===== config.mk =====
export PLATFORM = sky130hd
export DESIGN_NAME = misc_status_reg
export DESIGN_NICKNAME = d
export VERILOG_FILES = /design/src/rtl/misc_reg_pkg.sv /design/src/rtl/misc_reg_decode.sv /design/src/rtl/misc_reg_core.sv /design/src/rtl/misc_reg_rdport.sv /design/src/rtl/misc_status_reg.sv
export SDC_FILE = /design/constraint.sdc
export NUM_CORES = 1
export LEC_CHECK = 0
export ABC_AREA = 1
export CAP_MARGIN = 25
export CORE_MARGIN = 8
export CORE_UTILIZATION = 38
export CTS_CLUSTER_SIZE = 20
export DETAILED_ROUTE_END_ITERATION = 8
export PLACE_DENSITY = 0.95
export SYNTH_ARGS = -nofsm -noshare
export SYNTH_HDL_FRONTEND = slang
export SYNTH_SLANG_ARGS = --single-unit

===== constraint.sdc =====
create_clock -name clk -period 6.1 [get_ports clk]
set_clock_uncertainty 0.15 [all_clocks]
set_input_delay 0.915 -clock clk [delete_from_list [all_inputs] [get_ports clk]]
set_output_delay 0.915 -clock clk [all_outputs]
set_load 0.02 [all_outputs]

===== src/rtl/misc_reg_pkg.sv =====
package misc_reg_pkg;

    typedef enum logic [2:0] {
        OP_HOLD,
        OP_LOAD,
        OP_AND,
        OP_OR,
        OP_ZERO
    } reg_op_t;

    typedef enum logic {
        RD_IDLE,
        RD_RESP
    } rd_state_t;

    // direct-offset word addresses of the two maps; aliases follow at +1, +2
    localparam int unsigned LEGACY_BASE = 32'h4020;
    localparam int unsigned NEWER_BASE  = 32'h6080;

endpackage


===== src/rtl/misc_reg_decode.sv =====
module misc_reg_decode
    import misc_reg_pkg::*;
#(
    parameter int ADDR_W  = 20,
    parameter int MAP_SEL = 0
) (
    input  logic              bus_req,
    input  logic              bus_we,
    input  logic [ADDR_W-1:0] bus_addr,
    output reg_op_t           wr_op,
    output logic              rd_direct,
    output logic              unimpl
);
    localparam int WORD_W = ADDR_W - 3;
    localparam int unsigned BASE = (MAP_SEL == 0) ? LEGACY_BASE : NEWER_BASE;
    localparam logic [WORD_W-1:0] OFF_DIRECT = WORD_W'(BASE);
    localparam logic [WORD_W-1:0] OFF_ALIAS1 = WORD_W'(BASE + 1);
    localparam logic [WORD_W-1:0] OFF_ALIAS2 = WORD_W'(BASE + 2);

    logic [WORD_W-1:0] word;
    logic [2:0]        unused_lsbs;
    reg_op_t           alias1_op;
    logic              hit_direct, hit_a1, hit_a2;

    assign word        = bus_addr[ADDR_W-1:3];
    assign unused_lsbs = bus_addr[2:0];

    generate
        if (MAP_SEL == 0) begin : g_legacy
            assign alias1_op = OP_AND;
        end else begin : g_newer
            assign alias1_op = OP_ZERO;
        end
    endgenerate

    assign hit_direct = (word == OFF_DIRECT);
    assign hit_a1     = (word == OFF_ALIAS1);
    assign hit_a2     = (word == OFF_ALIAS2);

    always_comb begin
        wr_op = OP_HOLD;
        if (bus_req && bus_we) begin
            if (hit_direct)  wr_op = OP_LOAD;
            else if (hit_a1) wr_op = alias1_op;
            else if (hit_a2) wr_op = OP_OR;
        end
    end

    assign rd_direct = bus_req && !bus_we && hit_direct;
    assign unimpl    = bus_req && !(hit_direct || hit_a1 || hit_a2);

endmodule


===== src/rtl/misc_reg_core.sv =====
module misc_reg_core
    import misc_reg_pkg::*;
#(
    parameter int DATA_W    = 64,
    parameter int KEEP_BITS = 19,
    parameter int IRQ_POS   = 0,
    parameter int MSG_POS   = 3
) (
    input  logic              clk,
    input  logic              rst_n,
    input  reg_op_t           wr_op,
    input  logic [DATA_W-1:0] wdata,
    input  logic              raise_req,
    output logic [DATA_W-1:0] value
);
    localparam logic [DATA_W-1:0] KEEP_MASK =
        {{KEEP_BITS{1'b1}}, {(DATA_W-KEEP_BITS){1'b0}}};
    localparam logic [DATA_W-1:0] RAISE_BITS =
        (DATA_W'(1) << (DATA_W-1-IRQ_POS)) | (DATA_W'(1) << (DATA_W-1-MSG_POS));

    logic [DATA_W-1:0] after_bus, after_raise;

    always_comb begin
        unique case (wr_op)
            OP_LOAD: after_bus = wdata;
            OP_AND:  after_bus = value & wdata;
            OP_OR:   after_bus = value | wdata;
            OP_ZERO: after_bus = '0;
            default: after_bus = value;
        endcase
        after_raise = raise_req ? (after_bus | RAISE_BITS) : after_bus;
    end

    always_ff @(posedge clk) begin
        if (!rst_n) value <= '0;
        else        value <= after_raise & KEEP_MASK;
    end

endmodule


===== src/rtl/misc_reg_rdport.sv =====
module misc_reg_rdport
    import misc_reg_pkg::*;
#(
    parameter int DATA_W = 64
) (
    input  logic              clk,
    input  logic              rst_n,
    input  logic              rd_req,
    input  logic              rd_direct,
    input  logic              unimpl,
    input  logic [DATA_W-1:0] value,
    output logic              rd_valid,
    output logic [DATA_W-1:0] rd_data,
    output logic              unimpl_pulse
);
    rd_state_t state, state_nx;

    always_comb begin
        unique case (state)
            RD_IDLE: state_nx = rd_req ? RD_RESP : RD_IDLE;
            RD_RESP: state_nx = rd_req ? RD_RESP : RD_IDLE;
            default: state_nx = RD_IDLE;
        endcase
    end

    always_ff @(posedge clk) begin
        if (!rst_n) state <= RD_IDLE;
        else        state <= state_nx;
    end

    always_ff @(posedge clk) begin
        if (!rst_n) begin
            rd_data      <= '0;
            unimpl_pulse <= 1'b0;
        end else begin
            unimpl_pulse <= unimpl;
            if (rd_req) rd_data <= rd_direct ? value : '0;
        end
    end

    always_comb begin
        rd_valid = (state == RD_RESP);
    end

endmodule


===== src/rtl/misc_status_reg.sv =====
module misc_status_reg
    import misc_reg_pkg::*;
#(
    parameter int ADDR_W    = 20,
    parameter int MAP_SEL   = 0,
    parameter int KEEP_BITS = 19
) (
    input  logic              clk,
    input  logic              rst_n,
    input  logic              bus_req,
    input  logic              bus_we,
    input  logic [ADDR_W-1:0] bus_addr,
    input  logic [63:0]       bus_wdata,
    input  logic              raise_req,
    output logic              rd_valid,
    output logic [63:0]       rd_data,
    output logic              irq_o,
    output logic              unimpl_pulse
);
    localparam int DATA_W = 64;

    reg_op_t           wr_op;
    logic              rd_direct, unimpl;
    logic [DATA_W-1:0] value;

    misc_reg_decode #(.ADDR_W(ADDR_W), .MAP_SEL(MAP_SEL)) u_dec (
        .bus_req   (bus_req),
        .bus_we    (bus_we),
        .bus_addr  (bus_addr),
        .wr_op     (wr_op),
        .rd_direct (rd_direct),
        .unimpl    (unimpl)
    );

    misc_reg_core #(.DATA_W(DATA_W), .KEEP_BITS(KEEP_BITS)) u_core (
        .clk       (clk),
        .rst_n     (rst_n),
        .wr_op     (wr_op),
        .wdata     (bus_wdata),
        .raise_req (raise_req),
        .value     (value)
    );

    misc_reg_rdport #(.DATA_W(DATA_W)) u_rd (
        .clk          (clk),
        .rst_n        (rst_n),
        .rd_req       (bus_req && !bus_we),
        .rd_direct    (rd_direct),
        .unimpl       (unimpl),
        .value        (value),
        .rd_valid     (rd_valid),
        .rd_data      (rd_data),
        .unimpl_pulse (unimpl_pulse)
    );

    assign irq_o = value[DATA_W-1];

endmodule


==> flow_metrics.env, run 1 <==
export IMPL_status="completed"
export IMPL_crit_type="primary input to flop"
export IMPL_reg2reg_depth=3
export IMPL_crit_start="bus_addr[5]"
export IMPL_cp_top_family="simple AND/OR/NAND/NOR gates"
export IMPL_drive_above_1_share_pct=8.45
export IMPL_io_pins=156
export IMPL_critPathArrivalTime_ns=3.98
export IMPL_synth_area_leaders="dfxtp_1, buf_4, a21oi_1, nand2_1, a31o_2"
export IMPL_max_freq_mhz=253
export IMPL_holdWs_ns=0.320
export IMPL_synth_area_sq_um=2280
export IMPL_routed_wl_um=5760
export IMPL_cts_setup_buffers=0
export IMPL_grt_util_met1_pct=13.4
export IMPL_p_leak_nw=1.20
export IMPL_grt_max_degree=23
export IMPL_cp_start_kind="primary input"
export IMPL_insertedDiodeCount=0
export IMPL_cts_max_level=2
export IMPL_cts_buffer_depth=2
export IMPL_cp_depth=14
export IMPL_synth_seq_area_share_pct=35.1
export IMPL_worst_path_max_delay_cell="nand2_1"
export IMPL_worst_r2r_setup_slack_ns=4.96
export IMPL_ys_top_cells_by_count="nand2_1, buf_4, a21oi_1"
export IMPL_grt_pass1_wl_um=9160
export IMPL_grt_usage_pct=12.8
export IMPL_final_nets=448
export IMPL_drc_errors=0
export IMPL_io_buffers=62
export IMPL_worstReg2RegEnd="u_core.value[60]"
export IMPL_avgSynthCellArea_sq_um=7.55
export IMPL_die_area_sq_um=8730
export IMPL_rsz0062_at_grt="no"
export IMPL_grt_overflow=0
export IMPL_synth_edff_count=0
export IMPL_cts_tree="done"
export IMPL_cp_common_cell="nand2_1"
export IMPL_final_util_pct=47.6
export IMPL_met2_usage_pct=21.6
export IMPL_setup_viol=0
export IMPL_core_area_sq_um=5850
export IMPL_first_global_vias=2017
export IMPL_cp_num_buf_inv=3
export IMPL_path_max_fanout=22
export IMPL_clockRootBuffer="clkbuf_8"
export IMPL_fin_tns_setup_ns=0
export IMPL_ctsResizeCount=0
export IMPL_ant_nets=0
export IMPL_hold_violations=0
export IMPL_final_max_slew_viol_count=0
export IMPL_wl_per_cell_um=13.4
export IMPL_dr_pass1_iters=4
export IMPL_power_density_nw_per_um2=180
export IMPL_clk_pin_slew_ns=0.07
export IMPL_fin_crit_sh_pct=64.8
export IMPL_required_ns=6.13
export IMPL_synthCells=302
export IMPL_r2r_start="u_core.value[60]"
export IMPL_dp_cells=421
export IMPL_rows=28
export IMPL_cts_buffers=5
export IMPL_ir_worst_vdd_uv=69.4
export IMPL_synth_warnings=0
export IMPL_finalNonFillerCells=430
export IMPL_yosys_area_top_type="dfxtp_1"
export IMPL_synth_most_common_cell="nand2_1"
export IMPL_worst_pin_slew_ns=0.671
export IMPL_hpwl_um=4500
export IMPL_end_kind="flop"
export IMPL_final_fill_count=523
export IMPL_vias_per_cell=4.77
export IMPL_die_w_um=93.5
export IMPL_vias=2051
export IMPL_clock_sinks=40
export IMPL_multi_input_area_sq_um=1090
export IMPL_area_delta_synth_final_pct=22.2
export IMPL_power_mw=0.501
export IMPL_cpPeakStageDelay_ns=0.51
export IMPL_synth_seq_cells=40
export IMPL_hp_class="flop to flop"
export IMPL_maxSlewHeadroom_pct=55.1
export IMPL_period_minus_slack_ns=3.95
export IMPL_synth_top_area_share_pct=35.1
export IMPL_use_met3_pct=4.57
export IMPL_design_area_sq_um=2790
export IMPL_synth_flop_cell="dfxtp_1"
export IMPL_finalWorstSetupSlack_ns=2.15
export IMPL_worstPathCellList="clkdlybuf4s50_1 > inv_1 > nand2_1 > nor2_1 > nand2_2 > nor2_4 > nand3_1 > nand2_1 > nand3_1 > ha_1 > inv_1 > nand2_1 > a21oi_1 > nor2_1"
export IMPL_die_height_um=93.5
export IMPL_drt_iter0_drc=153
export IMPL_finalWeightedCongestion=0.820
export IMPL_ctsHoldBuffers=0
export IMPL_maxCapViolCount=0
export IMPL_setup_worst_path_end="u_core.value[50]"
export IMPL_antenna_found_initial=0
export IMPL_dpl_cell_area_sq_um=2690
export IMPL_synth_distinct_cells=25
export IMPL_clk_latency_ns=0.29
export IMPL_final_seq_area_sq_um=801
export IMPL_gr_max_usage_layer="met2"
export IMPL_initial_core_util_pct=39.0
export IMPL_place_worst_setup_slack_ns=1.88
export IMPL_async_flop_share_pct=0
==> cell families (layout without fill, tap and decap cells) <==
kind of cell,count (synthesis),after routing,synth area share [%]
AOI/OAI and AO/OA,61,61,16.5
and+or+nand+nor,110,110,21.6
buffers and inverters,86,95,24.4
adders and majority gates,4,4,2.20
DFF,40,40,35.1
other,1,45,0.164
==> report_power, final <==
| part | switching, mW | internal, mW | total (mW) |
|---|---|---|---|
| logic | 0.0479 | 0.0282 | 0.0761 |
| clock network | 0.0833 | 0.0776 | 0.161 |
| registers | 0.00112 | 0.263 | 0.264 |
==> worst min-delay path by stage <==
stage	start	endpoint	slack, ns	cells past startpoint
after floorplan	u_core.value[62]	u_core.value[62]	0.31	2
after global placement	u_rd.rd_data[56]	u_rd.rd_data[56]	0.30	2
after global routing	u_rd.rd_data[63]	u_rd.rd_data[63]	0.34	2
after CTS	u_rd.rd_data[54]	u_rd.rd_data[54]	0.32	2
after detailed placement	u_rd.rd_data[54]	u_rd.rd_data[54]	0.31	2
final	u_rd.rd_data[46]	u_rd.rd_data[46]	0.32	2
==> area by class of cell <==
type / count / area share, %
Inverter: 24 / 3.23
Sequential cell: 40 / 28.8
Multi-Input combinational cell: 220 / 39.0
Clock inverter: 1 / 0.180
Tap cell: 75 / 3.37
Clock buffer: 6 / 2.61
Timing Repair Buffer: 64 / 22.8
==> per-layer routing <==
| metal | share of wire [%] | up-vias | wire [um] |
|---|---|---|---|
| met5 | 0 | - | 0 |
| met4 | 3.7 | 0 | 215 |
| met3 | 9.6 | 16 | 552 |
| met2 | 49 | 80 | 2820 |
| met1 | 38 | 943 | 2170 |
| li1 | - | 1012 | - |
==> tightest hold or removal path, delay by kind of cell, from the launching register on <==
family             cells  cell delay [ns]
and+or+nand+nor        1             0.06
AOI/OAI and AO/OA      1             0.05
DFF                    1             0.31
==> flip-flops by register name, indices dropped and copies added, names as in the netlist <==
signal / flops
u_core.value: 19
u_rd.rd_data: 19
u_rd.rd_valid: 1
u_rd.unimpl_pulse: 1
==> cell usage in the layout, fill, tap and decap left out, types with 2 or more instances in the layout <==
cell,synthesis,layout
clkdlybuf4s50_1,0,62
nand2_1,52,52
conb_1,1,45
a21oi_1,41,41
dfxtp_1,40,40
nor2_1,24,24
inv_1,23,23
nand4_1,20,20
a31o_2,16,16
nand3_1,7,7
clkbuf_8,2,5
ha_1,4,4
nor2_2,3,3
nand2_2,2,2
a22o_1,2,2
buf_4,46,2
Power figures use the tool's default switching activity.
==> inputs of run 2 (changes only) <==
CORE_UTILIZATION = 36   (was 38)
PLACE_DENSITY = 0.93   (was 0.95)
clock period = 3.9 ns   (was 6.1 ns; I/O delays follow)
==> run 2 against run 1 <==
Worst hold slack got worse by 0.0035 ns; global-route usage shrank 0.70 points; wire length rose by 2.1%; flip-flop and latch count unchanged; sequential power is 56% higher; core utilization fell by 2.1 points; clock power increased by 100%; critical path depth up 1; sequential share of layout area is 0.56 points lower; cell area increased by 2.0%; setup slack worse by 1.3 ns; register-to-register slack got worse by 2.1 ns; highest routed layer unchanged.
==> flow_metrics.env, run 2 (same netlist as run 1, synthesis figures left out) <==
export IMPL_drc_errors=0
export IMPL_vias_per_cell=4.79
export IMPL_grt_overflow=0
export IMPL_multi_input_area_sq_um=1090
export IMPL_vias=2090
export IMPL_insertedDiodeCount=0
export IMPL_status="completed"
export IMPL_worst_r2r_setup_slack_ns=2.86
export IMPL_final_seq_area_sq_um=801
export IMPL_dr_pass1_iters=4
export IMPL_ctsResizeCount=0
export IMPL_dp_cells=428
export IMPL_reg_largest_list="u_core.value x19, u_rd.rd_data x19"
export IMPL_cts_buffer_depth=2
export IMPL_maxSlewHeadroom_pct=55.6
export IMPL_die_area_sq_um=9130
export IMPL_hp_class="flop to flop"
export IMPL_setup_viol=0
export IMPL_wl_per_cell_um=13.5
export IMPL_setup_worst_path_end="u_core.value[60]"
export IMPL_max_freq_mhz=324
export IMPL_initial_core_util_pct=36.5
export IMPL_r2r_start="u_core.value[60]"
export IMPL_antenna_found_initial=0
export IMPL_drive_above_1_share_pct=9.47
export IMPL_crit_type="primary input to flop"
export IMPL_grt_max_degree=23
export IMPL_core_area_sq_um=6240
export IMPL_finalWeightedCongestion=0.873
export IMPL_ant_nets=0
export IMPL_ctsHoldBuffers=0
export IMPL_grt_pass1_wl_um=8920
export IMPL_grt_usage_pct=12.1
export IMPL_first_global_vias=2053
export IMPL_dpl_cell_area_sq_um=2730
export IMPL_path_max_fanout=21
export IMPL_power_density_nw_per_um2=303
export IMPL_io_pins=156
export IMPL_cts_buffers=5
export IMPL_final_nets=451
export IMPL_layout_common_cells="clkdlybuf4s50_1, nand2_1, conb_1, a21oi_1, dfxtp_1"
export IMPL_finalNonFillerCells=436
export IMPL_clk_latency_ns=0.29
export IMPL_io_buffers=62
export IMPL_cts_tree="done"
export IMPL_hpwl_um=4670
export IMPL_area_delta_synth_final_pct=24.6
export IMPL_cp_start_kind="primary input"
export IMPL_fin_crit_sh_pct=79.3
export IMPL_design_area_sq_um=2840
export IMPL_layout_cells_most_common="clkdlybuf4s50_1"
export IMPL_final_max_slew_viol_count=0
export IMPL_die_height_um=95.6
export IMPL_reg2reg_depth=3
export IMPL_clockRootBuffer="clkbuf_8"
export IMPL_p_leak_nw=1.23
export IMPL_rows=29
export IMPL_die_w_um=95.6
export IMPL_ir_worst_vdd_uv=151
export IMPL_cts_setup_buffers=0
export IMPL_rsz0062_at_grt="no"
export IMPL_final_fill_count=601
export IMPL_crit_start="bus_addr[17]"
export IMPL_finalWorstSetupSlack_ns=0.809
export IMPL_routed_wl_um=5880
export IMPL_maxCapViolCount=0
export IMPL_period_minus_slack_ns=3.09
export IMPL_final_util_pct=45.5
export IMPL_hold_violations=0
export IMPL_end_kind="flop"
export IMPL_required_ns=3.89
export IMPL_drt_iter0_drc=220
export IMPL_clock_sinks=40
export IMPL_clk_pin_slew_ns=0.08
export IMPL_fin_tns_setup_ns=0
export IMPL_cts_max_level=2
export IMPL_worst_pin_slew_ns=0.665
export IMPL_place_worst_setup_slack_ns=0.523
export IMPL_critPathArrivalTime_ns=3.09
export IMPL_worstReg2RegEnd="u_core.value[60]"
run 2: critical path, cell delays in order:
cell	delay (ns)
clkdlybuf4s50_1	0.46
nand2_1	0.06
nor2_2	0.13
nand2_1	0.10
nor2_4	0.09
buf_4	0.22
nand2_1	0.13
nand2_1	0.08
a21oi_1	0.05
ha_1	0.21
nor2_1	0.14
clkinv_1	0.41
nand3_1	0.20
a22o_1	0.15
a21oi_1	0.06
run 2: layer usage:
| layer | vias up | global-route usage (%) | routed length, um |
|---|---|---|---|
| li1 | 1016 | - | - |
| met1 | 962 | 11.6 | 2000 |
| met2 | 94 | 22.7 | 3180 |
| met3 | 18 | 3.39 | 520 |
| met4 | 0 | 6.53 | 177 |
| met5 | - | 0 | 0 |
run 2: layout make-up:
| class | instances | area share [%] |
|---|---|---|
| clock buffer | 6 | 2.56 |
| timing repair buffer | 67 | 23.2 |
| clock inverter | 2 | 1.23 |
| sequential | 40 | 28.2 |
| tap | 77 | 3.39 |
| inverter | 24 | 3.17 |
| multi-input combinational | 220 | 38.3 |
run 2: worst min-delay path by stage:
stage | slack (ns) | depth (start not counted) | to | start
after floorplan | 0.31 | 2 | u_core.value[62] | u_core.value[62]
after global placement | 0.30 | 2 | u_rd.rd_data[52] | u_rd.rd_data[52]
after detailed placement | 0.31 | 2 | u_rd.rd_data[61] | u_rd.rd_data[61]
after CTS | 0.32 | 2 | u_rd.rd_data[48] | u_rd.rd_data[48]
after global routing | 0.34 | 2 | u_rd.rd_data[57] | u_rd.rd_data[57]
final | 0.32 | 2 | u_rd.rd_data[48] | u_rd.rd_data[48]
run 2: metrics by stage:
step                      power, mW  hold WS (ns)
after floorplan               0.524         0.307
after global placement        0.536         0.303
after detailed placement      0.539         0.308
after CTS                     0.864         0.319
after global routing          0.891         0.340
final                         0.861         0.316
run 2: power by group:
part | total, mW | switching [mW] | leakage (nW) | internal [mW]
Combinational | 0.119 | 0.0746 | 0.847 | 0.0448
Sequential | 0.412 | 0.00184 | 0.323 | 0.411
Clock | 0.329 | 0.139 | 0.0552 | 0.190
Total | 0.861 | 0.215 | 1.23 | 0.645
==> inputs of run 3 (changes only) <==
CORE_UTILIZATION = 32   (was 36)
PLACE_DENSITY = 0.88   (was 0.93)
clock period = 2.8 ns   (was 3.9 ns; I/O delays follow)
==> run 3 against run 2 <==
Wire length rose by 3.2%; sequential share of layout area fell by 0.66 points; cell area rose by 2.4%; core utilization fell by 2.9 points; register-to-register slack got worse by 1.0 ns; via count rose by 0.57%; combinational power rose by 42%; clock power rose by 20%; worst hold slack barely moved; count of clock-buffer cells in the layout rose by 1; critical endpoint is now u_core.value[51]; largest power group unchanged.
==> flow_metrics.env, run 3 (same netlist as run 1, synthesis figures left out) <==
export IMPL_hpwl_um=4740
export IMPL_cts_buffers=5
export IMPL_routed_wl_um=6070
export IMPL_dr_pass1_iters=4
export IMPL_drt_iter0_drc=101
export IMPL_crit_start="bus_addr[8]"
export IMPL_status="completed"
export IMPL_initial_core_util_pct=33.4
export IMPL_clockPowerShare_pct=34.7
export IMPL_end_kind="flop"
export IMPL_setup_viol=0
export IMPL_die_height_um=100
export IMPL_maxSlewHeadroom_pct=54.9
export IMPL_max_freq_mhz=403
export IMPL_critPathArrivalTime_ns=2.52
export IMPL_io_buffers=62
export IMPL_required_ns=2.84
export IMPL_worst_pin_slew_ns=0.676
export IMPL_cts_buffer_depth=2
export IMPL_period_minus_slack_ns=2.48
export IMPL_path_max_fanout=16
export IMPL_layout_common_cells="clkdlybuf4s50_1, nand2_1, conb_1, a21oi_1, dfxtp_1"
export IMPL_core_area_sq_um=6830
export IMPL_final_max_slew_viol_count=0
export IMPL_dp_cells=453
export IMPL_clockRootBuffer="clkbuf_8"
export IMPL_layout_cells_most_common="clkdlybuf4s50_1"
export IMPL_grt_usage_pct=11.8
export IMPL_hold_end="u_rd.rd_data[62]"
export IMPL_rows=30
export IMPL_finalWeightedCongestion=0.817
export IMPL_drc_errors=0
export IMPL_p_leak_nw=1.25
export IMPL_place_worst_setup_slack_ns=0.0247
export IMPL_r2r_start="u_core.value[60]"
export IMPL_insertedDiodeCount=0
export IMPL_final_nets=457
export IMPL_p_sw_share_pct=26.6
export IMPL_power_density_nw_per_um2=391
export IMPL_io_pins=156
export IMPL_clk_latency_ns=0.30
export IMPL_ctsResizeCount=0
export IMPL_ctsHoldBuffers=0
export IMPL_cts_max_level=2
export IMPL_whs_path_depth=2
export IMPL_first_global_vias=2059
export IMPL_hold_violations=0
export IMPL_hp_start="u_rd.rd_data[62]"
export IMPL_reg_largest_list="u_core.value x19, u_rd.rd_data x19"
export IMPL_hp_class="flop to flop"
export IMPL_ant_nets=0
export IMPL_vias_per_cell=4.56
export IMPL_maxCapViolCount=0
export IMPL_grt_max_degree=23
export IMPL_die_w_um=100
export IMPL_cp_start_kind="primary input"
export IMPL_clock_sinks=40
export IMPL_grt_overflow=0
export IMPL_die_area_sq_um=10100
export IMPL_final_fill_count=696
export IMPL_p_sw_mw=0.303
export IMPL_vias=2102
export IMPL_cts_tree="done"
export IMPL_worst_r2r_setup_slack_ns=1.82
export IMPL_p_seq_share_pct=50.5
export IMPL_fin_tns_setup_ns=0
export IMPL_p_int_mw=0.835
export IMPL_cts_setup_buffers=0
export IMPL_antenna_found_initial=0
export IMPL_power_frac_comb_pct=14.8
export IMPL_rsz0062_at_grt="no"
export IMPL_drive_above_1_share_pct=11.0
export IMPL_finalNonFillerCells=461
export IMPL_clk_pin_slew_ns=0.07
export IMPL_area_delta_synth_final_pct=27.6
export IMPL_wl_per_cell_um=13.2
export IMPL_grt_pass1_wl_um=9580
export IMPL_crit_type="primary input to flop"
export IMPL_ir_worst_vdd_uv=181
export IMPL_worstReg2RegEnd="u_core.value[60]"
export IMPL_fin_crit_sh_pct=88.6
export IMPL_holdWs_ns=0.317
export IMPL_reg2reg_depth=3
export IMPL_finalWorstSetupSlack_ns=0.321
==> run 3: cell types whose count changed in the layout (fill, tap and decap cells not counted) <==
| cell | delta |
|---|---|
| clkinvlp_4 | +1 |
| clkinv_2 | -1 |
| clkbuf_8 | +1 |
| buf_12 | +1 |
| bufinv_16 | -1 |
| buf_4 | +5 |
==> run 3: worst max-delay path, stage by stage <==
cell and delay [ns]:
clkdlybuf4s50_1 0.46, nand2_1 0.07, nor2_2 0.14, nand2_2 0.08, nor2_4 0.15, nand3_1 0.11, nand2_1 0.10, nand3_1 0.10
ha_1 0.21, nor2_1 0.14, clkinv_1 0.16, buf_12 0.18, a21oi_1 0.13, nor2_1 0.06
==> run 3: through the flow <==
stage	power, mW	util (%)	area, sq um
floorplan	0.730	-	2440
global placement	0.750	41.2	2810
detailed placement	0.753	41.2	2810
CTS	1.14	42.6	2910
global route	1.18	42.6	2910
finish	1.14	42.6	2910
==> run 3: cell type report <==
type | instances | area [sq um] | area share, %
Timing Repair Buffer | 73 | 716 | 24.6
Tap cell | 96 | 120 | 4.13
Multi-Input combinational cell | 220 | 1090 | 37.4
Clock buffer | 7 | 86.3 | 2.97
Sequential cell | 40 | 801 | 27.5
Inverter | 24 | 90.1 | 3.10
Clock inverter | 1 | 7.51 | 0.258
==> run 3: layer usage <==
layer | up-vias | share of wire (%) | global-route usage [%] | routed length, um
met5 | - | 0 | 0 | 0
met4 | 0 | 1.2 | 5.58 | 73
li1 | 1038 | - | - | -
met3 | 8 | 8.6 | 4.01 | 524
met2 | 81 | 52 | 20.9 | 3180
met1 | 975 | 38 | 12.2 | 2300
==> run 3: worst max-delay path by stage <==
stage / slack (ns) / to / cells past startpoint
after global routing: 0.09 / u_core.value[50] / 15
after global placement: 0.15 / u_core.value[49] / 14
after CTS: 0.33 / u_core.value[56] / 14
after detailed placement: 0.02 / u_core.value[50] / 14
final: 0.32 / u_core.value[51] / 14
after floorplan: 0.58 / u_core.value[51] / 13
==> run 3: power groups by stage <==
stage | combinational [mW] | clock, mW | sequential (mW)
after floorplan | 0.140 | 0 | 0.590
after global placement | 0.162 | 0 | 0.587
after detailed placement | 0.165 | 0 | 0.587
after CTS | 0.165 | 0.401 | 0.574
after global routing | 0.182 | 0.425 | 0.574
final | 0.169 | 0.395 | 0.574
